## src/rtl/dreq_pkg.sv

```systemverilog
package dreq_pkg;

  // Strobes handed from the control module to the datapath each cycle.
  typedef struct packed {
    logic rxEn;   // receive direction enabled (registered)
    logic txEn;   // transmit direction enabled (registered)
    logic rxClr;  // receive clear from DMA controller
    logic txClr;  // transmit clear from DMA controller
  } dreqStrobe_t;

  localparam int DIR_RX = 0;
  localparam int DIR_TX = 1;
  localparam int NUM_DIR = 2;

endpackage

```

## src/rtl/dreq_ctrl.sv

```systemverilog
module dreq_ctrl
  import dreq_pkg::*;
(
  input  logic        clk,
  input  logic        rst,
  input  logic        cfgWrEn,
  input  logic [1:0]  cfgWrData,
  input  logic        rxClear,
  input  logic        txClear,
  output dreqStrobe_t strobe
);

  logic [NUM_DIR-1:0] enReg;

  // Enable register: bit DIR_RX receive, bit DIR_TX transmit.
  always_ff @(posedge clk) begin
    if (rst) begin
      enReg <= '0;
    end else if (cfgWrEn) begin
      enReg <= cfgWrData;
    end
  end

  always_comb begin
    strobe.rxEn  = enReg[DIR_RX];
    strobe.txEn  = enReg[DIR_TX];
    strobe.rxClr = rxClear;
    strobe.txClr = txClear;
  end

  AST_ENABLE_LOAD: assert property (@(posedge clk) disable iff (rst)
    cfgWrEn |=> (enReg == $past(cfgWrData)));
  AST_ENABLE_HOLD: assert property (@(posedge clk) disable iff (rst)
    !cfgWrEn |=> $stable(enReg));

endmodule

```

## src/rtl/dreq_chan.sv

```systemverilog
module dreq_chan #(
  parameter int DEPTH      = 8,
  parameter int BURST      = 4,
  parameter bit COUNT_FREE = 1'b0,
  localparam int LVL_W     = $clog2(DEPTH + 1)
) (
  input  logic             clk,
  input  logic             rst,
  input  logic             en,
  input  logic             clr,
  input  logic [LVL_W-1:0] level,
  output logic             singleReq,
  output logic             burstReq
);

  localparam logic [LVL_W-1:0] DEPTH_L = LVL_W'(DEPTH);
  localparam logic [LVL_W-1:0] BURST_L = LVL_W'(BURST);

  logic [LVL_W-1:0] clamped;
  logic [LVL_W-1:0] avail;
  logic             singleNext;
  logic             burstNext;

  always_comb begin
    clamped = (level > DEPTH_L) ? DEPTH_L : level;
  end

  // Receive counts filled entries, transmit counts free slots.
  generate
    if (COUNT_FREE) begin : g_free
      always_comb avail = DEPTH_L - clamped;
    end else begin : g_fill
      always_comb avail = clamped;
    end
  endgenerate

  always_comb begin
    singleNext = en && !clr && (avail != '0);
    burstNext  = en && !clr && (avail >= BURST_L);
  end

  always_ff @(posedge clk) begin
    if (rst) begin
      singleReq <= 1'b0;
      burstReq  <= 1'b0;
    end else begin
      singleReq <= singleNext;
      burstReq  <= burstNext;
    end
  end

  AST_CLEAR_DROPS: assert property (@(posedge clk) disable iff (rst)
    clr |=> (!singleReq && !burstReq));
  AST_BURST_NEEDS_SINGLE: assert property (@(posedge clk) disable iff (rst)
    burstReq |-> singleReq);
  AST_DISABLED_QUIET: assert property (@(posedge clk) disable iff (rst)
    !en |=> (!singleReq && !burstReq));
  AST_REASSERT_AFTER_CLEAR: assert property (@(posedge clk) disable iff (rst)
    ($past(clr) && !clr && en && (level != '0) && !COUNT_FREE) |=> singleReq);

endmodule

```

## src/rtl/dreq_datapath.sv

```systemverilog
module dreq_datapath
  import dreq_pkg::*;
#(
  parameter int DEPTH  = 8,
  parameter int BURST  = 4,
  localparam int LVL_W = $clog2(DEPTH + 1)
) (
  input  logic             clk,
  input  logic             rst,
  input  dreqStrobe_t      strobe,
  input  logic [LVL_W-1:0] rxLevel,
  input  logic [LVL_W-1:0] txLevel,
  output logic [NUM_DIR-1:0] singleReq,
  output logic [NUM_DIR-1:0] burstReq
);

  logic [NUM_DIR-1:0] dirEn;
  logic [NUM_DIR-1:0] dirClr;
  logic [LVL_W-1:0]   dirLevel [NUM_DIR];

  always_comb begin
    dirEn[DIR_RX]    = strobe.rxEn;
    dirEn[DIR_TX]    = strobe.txEn;
    dirClr[DIR_RX]   = strobe.rxClr;
    dirClr[DIR_TX]   = strobe.txClr;
    dirLevel[DIR_RX] = rxLevel;
    dirLevel[DIR_TX] = txLevel;
  end

  for (genvar d = 0; d < NUM_DIR; d++) begin : g_dir
    dreq_chan #(
      .DEPTH     (DEPTH),
      .BURST     (BURST),
      .COUNT_FREE(d == DIR_TX)
    ) i_chan (
      .clk      (clk),
      .rst      (rst),
      .en       (dirEn[d]),
      .clr      (dirClr[d]),
      .level    (dirLevel[d]),
      .singleReq(singleReq[d]),
      .burstReq (burstReq[d])
    );
  end

endmodule

```

## src/rtl/dreq_gen.sv

```systemverilog
module dreq_gen
  import dreq_pkg::*;
#(
  parameter int DEPTH  = 8,
  parameter int BURST  = 4,
  localparam int LVL_W = $clog2(DEPTH + 1)
) (
  input  logic             clk,
  input  logic             rst,
  input  logic             cfgWrEn,
  input  logic [1:0]       cfgWrData,
  input  logic [LVL_W-1:0] rxLevel,
  input  logic [LVL_W-1:0] txLevel,
  input  logic             rxClear,
  input  logic             txClear,
  output logic             rxSingleReq,
  output logic             rxBurstReq,
  output logic             txSingleReq,
  output logic             txBurstReq
);

  dreqStrobe_t        strobe;
  logic [NUM_DIR-1:0] singleReq;
  logic [NUM_DIR-1:0] burstReq;

  dreq_ctrl i_ctrl (
    .clk      (clk),
    .rst      (rst),
    .cfgWrEn  (cfgWrEn),
    .cfgWrData(cfgWrData),
    .rxClear  (rxClear),
    .txClear  (txClear),
    .strobe   (strobe)
  );

  dreq_datapath #(
    .DEPTH(DEPTH),
    .BURST(BURST)
  ) i_datapath (
    .clk      (clk),
    .rst      (rst),
    .strobe   (strobe),
    .rxLevel  (rxLevel),
    .txLevel  (txLevel),
    .singleReq(singleReq),
    .burstReq (burstReq)
  );

  assign rxSingleReq = singleReq[DIR_RX];
  assign rxBurstReq  = burstReq[DIR_RX];
  assign txSingleReq = singleReq[DIR_TX];
  assign txBurstReq  = burstReq[DIR_TX];

  AST_CLEAR_ISOLATED: assert property (@(posedge clk) disable iff (rst)
    (rxClear && !txClear && strobe.txEn && (txLevel == '0)) |=> txBurstReq);

endmodule

```

## config.mk

```make
export PLATFORM = sky130hd
export DESIGN_NAME = dreq_gen
export DESIGN_NICKNAME = d
export VERILOG_FILES = /design/src/rtl/dreq_pkg.sv /design/src/rtl/dreq_ctrl.sv /design/src/rtl/dreq_chan.sv /design/src/rtl/dreq_datapath.sv /design/src/rtl/dreq_gen.sv
export SDC_FILE = /design/constraint.sdc
export NUM_CORES = 1
export LEC_CHECK = 0
export CORE_AREA = 2 2 39 41
export DETAILED_ROUTE_END_ITERATION = 7
export DIE_AREA = 0 0 41 43
export PLACE_DENSITY = 0.45
export SLEW_MARGIN = 20
export SYNTH_ARGS = -nofsm -noshare
export SYNTH_HDL_FRONTEND = slang
export SYNTH_SLANG_ARGS = --single-unit
```

## constraint.sdc

```tcl
create_clock -name clk -period 0.8 [get_ports clk]
set_input_delay 0.08 -clock clk [delete_from_list [all_inputs] [get_ports clk]]
set_output_delay 0.08 -clock clk [all_outputs]
set_load 0.1 [all_outputs]
```

==> results of run 1 <==
layout make-up:
cell class	instances	share of cell area (%)
Sequential cell	6	25.76
Timing Repair Buffer	19	46.72
Clock buffer	3	4.545
Tap cell	16	4.040
Multi-Input combinational cell	12	18.94
synth_stat cells:
cell type / n / area, sq um
a21oi_1: 1 / 5.000
and2_1: 1 / 6.260
dfxtp_1: 6 / 120.1
mux2i_1: 2 / 20.02
nor2_1: 5 / 18.77
nor4b_2: 1 / 15.01
o21ai_0: 1 / 5.000
or3b_1: 1 / 8.760
state kept, by name, indices dropped and copies added, names as in the netlist:
| name | cells |
|---|---|
| i_ctrl.enReg | 2 |
| i_datapath.g_dir.i_chan.burstReq | 2 |
| i_datapath.g_dir.i_chan.singleReq | 2 |
metrics by stage:
stage                     hold slack, ns  instances  setup slack [ns]  total power, mW
after detailed placement          0.4803         52           -0.3376           0.4518
after global placement            0.4945         52           -0.3247           0.4511
after floorplan                   0.1476         18          -0.02104           0.3596
after global routing              0.2085         56          -0.09211           0.7594
after CTS                         0.2029         55          -0.06696           0.7283
final                             0.2047         56          -0.05825           0.7215
cells in the final DEF (no fill, tap or decap), drive strengths merged:
| cell type | n |
|---|---|
| a21oi | 1 |
| clkdlybuf4s50 | 11 |
| dlymetal6s2s | 2 |
| nor2 | 5 |
| mux2i | 2 |
| nor4b | 1 |
| or3b | 1 |
| and2 | 1 |
| dfxtp | 6 |
| o21ai | 1 |
| clkbuf | 3 |
| dlygate4sd2 | 1 |
| buf | 5 |
routing by layer:
metal	global-route usage, %	up-vias	share of wire (%)	wire length (um)
met5	0	-	0	0
met4	10.00	0	4.3	26
met3	2.094	4	19	116
met2	10.31	21	45	270
met1	5.145	91	31	187
li1	-	105	-	-
worst reg2reg max path: stages (launching register included):
cell     delay (ns)
dfxtp_2        0.32
or3b_4         0.38
a21oi_2        0.10
timing repair:
action / in CTS / in global routing
pin swaps: 0 / 2
endpoints found under the setup margin: 6 / 7
resized for setup: 2 / 6
buffers inserted: 0 / 1
power breakdown:
group / total (mW) / switching (mW) / internal (mW)
logic: 0.136 / 0.0525 / 0.0838
registers: 0.317 / 0.00543 / 0.312
clock network: 0.268 / 0.0993 / 0.169
logic make-up after synthesis:
logic type	Yosys count
AND/OR/NAND/NOR	8
flip-flops	6
AO/OA/AOI/OAI	2
multiplexers	2
worst max path at each step:
stage	start	end
floorplan	i_ctrl.enReg[0]	i_datapath.g_dir[0].i_chan.singleReq
global placement	rst	i_datapath.g_dir[0].i_chan.singleReq
detailed placement	rst	i_datapath.g_dir[0].i_chan.singleReq
CTS	i_ctrl.enReg[0]	i_datapath.g_dir[0].i_chan.singleReq
global route	i_ctrl.enReg[0]	i_datapath.g_dir[0].i_chan.singleReq
finish	i_ctrl.enReg[0]	i_datapath.g_dir[0].i_chan.singleReq
==> results.toml, run 1 <==
[run_status]
status = "finished, violations left"
violations = "setup timing"

[layout]
finalInstanceArea_sq_um = 495.5
layout.area.seq_sq_um = 127.6
final_net_count = 57
area_growth_pct = 149.1
multi_input_logic_area_sq_um = 93.84
fin_util_pct = 35.80
layout-drive-gt1-share_pct = 42.50
fillers = 142
antenna_cells = 0

[synth]
adder_and_majority_gate_portion_of_the_synthesized_area_pct = 0
synth_simple_gate_area_share_pct = 24.53
synth_top_family_by_area = "simple AND/OR/NAND/NOR gates"
yosysWarningCount = 0
synth_xor_xnor_area_share_pct = 0
syn_avg_cell_area_sq_um = 11.05
ys_seq_area_share_pct = 60.38
synthCells = 18
synth.area.mux_share_pct = 10.06
synthesis.area_sq_um = 198.9
synth_fp_nets = 33
synth_compound_gate_area_share_pct = 5.031
yosysUniqueCellTypes = 8
synth-seq-cells = 6

[sta]
fin_ws_ns = -0.05825
setup_tns_ns = -0.1954
finalCriticalPeriod_ns = 0.8582
grt_setup_unrepaired = "yes"
max-slew-margin-rel_pct = 85.80
finalCritPeriodShare_pct = 107.3
fmax_mhz = 1165
transition_time_at_the_pin_with_the_least_slew_margin_ns = 0.2121
finalClockSkew_ns = 0.0001126
final_hold_viol_count = 0
setup_violations = 6
slew_violations = 0

[place]
hpwlAfterDp_um = 461.6
io_buffers = 18
place.gp.congestion = 0.5772
post_dp_cell_area_sq_um = 444.2

[clock_network]
clock_sinks = 6
cts-htree-levels = 1
cts_buffers = 3
cts-root-buf = "clkbuf_4"
tritoncts = "built"
clk_path_buf_depth = 2
clock_latency_ns = 0.24
hold_bufs_at_cts = 0
cts.reportedPaths.clkPinSlew_ns = 0.04

[routing]
antenna_left = 0
route.final.wire_length_um = 600
route.vias.total = 221
detail_route.first_pass.iterations = 1
remaining_drc_errors = 0
initialDrtViolationCount = 0
wl_per_cell_um = 10.71
vias_per_cell = 3.946

[global_routing]
grt_remaining_overflow = 0
grt_max_degree = 5
global_route.usage.total_pct = 6.827
first_pass_grt_wire_length_um = 703
antenna_found_initial = 0
number_of_global_route_vias_before_repair = 201

[critical_path]
worstRegToRegCells = 2
worst_path_max_delay_cell = "or3b_4"
critical_path_required_ns = 0.97
setup.worst_path.class = "reg2reg"
critical_path_peak_fanout = 2
r2r_slack_ns = -0.06
worstPathArrival_ns = 1.03
rr_startpoint = "i_ctrl.enReg[0]"
crit_family = "simple AND/OR/NAND/NOR gates"
crit_cells = 2
cp-end-kind = "register"
path_buf_inv = 0
startpoint_types = "register"
worst_r2r_endpoint = "i_datapath.g_dir[0].i_chan.singleReq"
critPathMaxStageDelay_ns = 0.38
path_cells = "or3b_4, a21oi_2"

[floorplanning]
die-area_sq_um = 1763
rows = 14
chipHeight_um = 43
design.core.area_sq_um = 1384
top_level_ports = 19
start_util_pct = 14.38
die_w_um = 41

[pwr]
worst_ir_drop_vdd_mv = 0.2839
pwr_density_cell_nw_per_um2 = 1456
p_leak_nw = 0.2147

[worst_hold_path]
hold_depth = 3
worst_hold_path.endpoint = "i_datapath.g_dir[1].i_chan.singleReq"
worst_hold_startpoint = "txLevel[3]"
timing.hold.worst.class = "in2reg"

[job]
drv_cap = 0
(Power assumes the default switching activity.)
==> run 2: changes to the inputs <==
- CELL_PAD_IN_SITES_DETAIL_PLACEMENT: not set -> 1
- CELL_PAD_IN_SITES_GLOBAL_PLACEMENT: not set -> 1
- PLACE_DENSITY: 0.45 -> 0.62
==> run 2 against run 1 <==
Against the previous run: the run still ends with setup timing left; cell count increased by 3.6%; non-clock buffer count increased by 2; largest cell class unchanged; register-to-register slack got worse by 0.02 ns.
==> results.toml, run 2 (same netlist as run 1, synthesis figures left out) <==
[run_status]
status = "finished, violations left"
violations = "setup timing"

[layout]
most-common-layout-cells = "clkdlybuf4s50_1 (13), dfxtp_2 (6), nor2_1 (5)"
antenna_cells = 0
finalInstanceArea_sq_um = 505.5
layout-drive-gt1-share_pct = 45.24
most_common_library_cell_in_the_layout_ignoring_fill_and_taps = "clkdlybuf4s50_1"
fin_util_pct = 36.53
reg_top3 = "i_ctrl.enReg (2), i_datapath.g_dir.i_chan.burstReq (2), i_datapath.g_dir.i_chan.singleReq (2)"
area_growth_pct = 154.1
final_net_count = 59
fillers = 147

[global_routing]
gr-usage-met1_pct = 8.682
grt_max_degree = 4
grt_remaining_overflow = 0
grt-busiest-layer = "met2"
grt.met3_usage_pct = 4.712
antenna_found_initial = 0
number_of_global_route_vias_before_repair = 269
global_route.usage.total_pct = 10.94
first_pass_grt_wire_length_um = 1179
global_route.usage.met2_pct = 19.06

[pwr]
totalPowerFinal_mw = 0.7321
p_leak_nw = 0.2060
worst_ir_drop_vdd_mv = 0.5481
pwr_density_cell_nw_per_um2 = 1448

[sta]
finalCriticalPeriod_ns = 0.8787
fmax_mhz = 1138
transition_time_at_the_pin_with_the_least_slew_margin_ns = 0.1988
fin_ws_ns = -0.07866
setup_tns_ns = -0.2344
setup_violations = 6
finalClockSkew_ns = 0.005192
slew_violations = 0
grt_setup_unrepaired = "yes"
finalCritPeriodShare_pct = 109.8
max-slew-margin-rel_pct = 86.69
final_hold_viol_count = 0

[routing]
detail_route.first_pass.iterations = 2
route.final.wire_length_um = 746
vias_per_cell = 3.897
initialDrtViolationCount = 1
wl_per_cell_um = 12.86
route.vias.total = 226
antenna_left = 0
remaining_drc_errors = 0

[clock_network]
clk_path_buf_depth = 2
cts.reportedPaths.clkPinSlew_ns = 0.05
hold_bufs_at_cts = 0
cts_buffers = 3
clock_latency_ns = 0.24
clock_sinks = 6
tritoncts = "built"
cts-htree-levels = 1
cts-root-buf = "clkbuf_4"

[floorplanning]
die_w_um = 41
die-area_sq_um = 1763
start_util_pct = 14.38
chipHeight_um = 43
top_level_ports = 19
design.core.area_sq_um = 1384
rows = 14

[critical_path]
cp-end-kind = "register"
setup.worst_path.class = "reg2reg"
worst_setup_startpoint = "i_ctrl.enReg[0]"
critical_path_required_ns = 0.96
startpoint_types = "register"
critical_path_peak_fanout = 2
worstPathArrival_ns = 1.04
rr_startpoint = "i_ctrl.enReg[0]"

[place]
post_dp_cell_area_sq_um = 459.2
place.gp.congestion = 0.6386
io_buffers = 18

[job]
drv_cap = 0

[worst_hold_path]
worst_hold_startpoint = "rst"
timing.hold.worst.class = "in2reg"
run 2: changes by cell type in the layout (fill, tap and decap cells not counted), sizes merged:
cell / previous run / this run
buf: 5 / 7
clkdlybuf4s50: 11 / 13
dlymetal6s2s: 2 / 0
run 2: through the flow:
stage / std cells / hold slack [ns] / setup slack [ns]
6_report: 58 / 0.3078 / -0.07866
3_5_place_dp: 54 / 0.4976 / -0.3442
3_3_place_gp: 54 / 0.4717 / -0.2801
4_1_cts: 57 / 0.2766 / -0.08243
5_1_grt: 58 / 0.3062 / -0.1089
2_1_floorplan: 18 / 0.1476 / -0.02104
run 2: area by class of cell:
class	count	area (sq um)	share of cell area (%)
timing repair buffer	21	241.5	47.77
sequential	6	127.6	25.25
multi-input combinational	12	93.84	18.56
clock buffer	3	22.52	4.455
tap	16	20.02	3.960
run 2: timing repair:
action | CTS | global route
resized for setup | 5 | 1
setup endpoints to repair | 7 | 7
pin swaps | 1 | 2
buffers inserted | 0 | 1
run 2: report_power, final:
part | total, mW | internal (mW) | leakage (nW) | switching, mW
sequential | 0.317 | 0.311 | 0.0515 | 0.00625
clock | 0.269 | 0.169 | 0.0138 | 0.0996
combinational | 0.146 | 0.0913 | 0.141 | 0.0546
run 2: routing by layer:
metal / wire length [um] / up-vias
li1: - / 109
met1: 236 / 105
met2: 455 / 10
met3: 43 / 2
met4: 10 / 0
met5: 0 / -
run 2: worst paths after layout:
kind | slack (ns) | cells after the start | endpoint
hold / removal | 0.31 | 3 | i_datapath.g_dir[0].i_chan.singleReq
setup / recovery | -0.08 | 2 | i_datapath.g_dir[0].i_chan.singleReq
setup reg to reg | -0.08 | 2 | i_datapath.g_dir[0].i_chan.singleReq
hold reg to reg | 0.50 | 2 | i_ctrl.enReg[0]
run 2: worst max-delay path: stages (launching register included):
cell and delay (ns):
dfxtp_2 0.32, or3b_4 0.38, a21oi_2 0.10
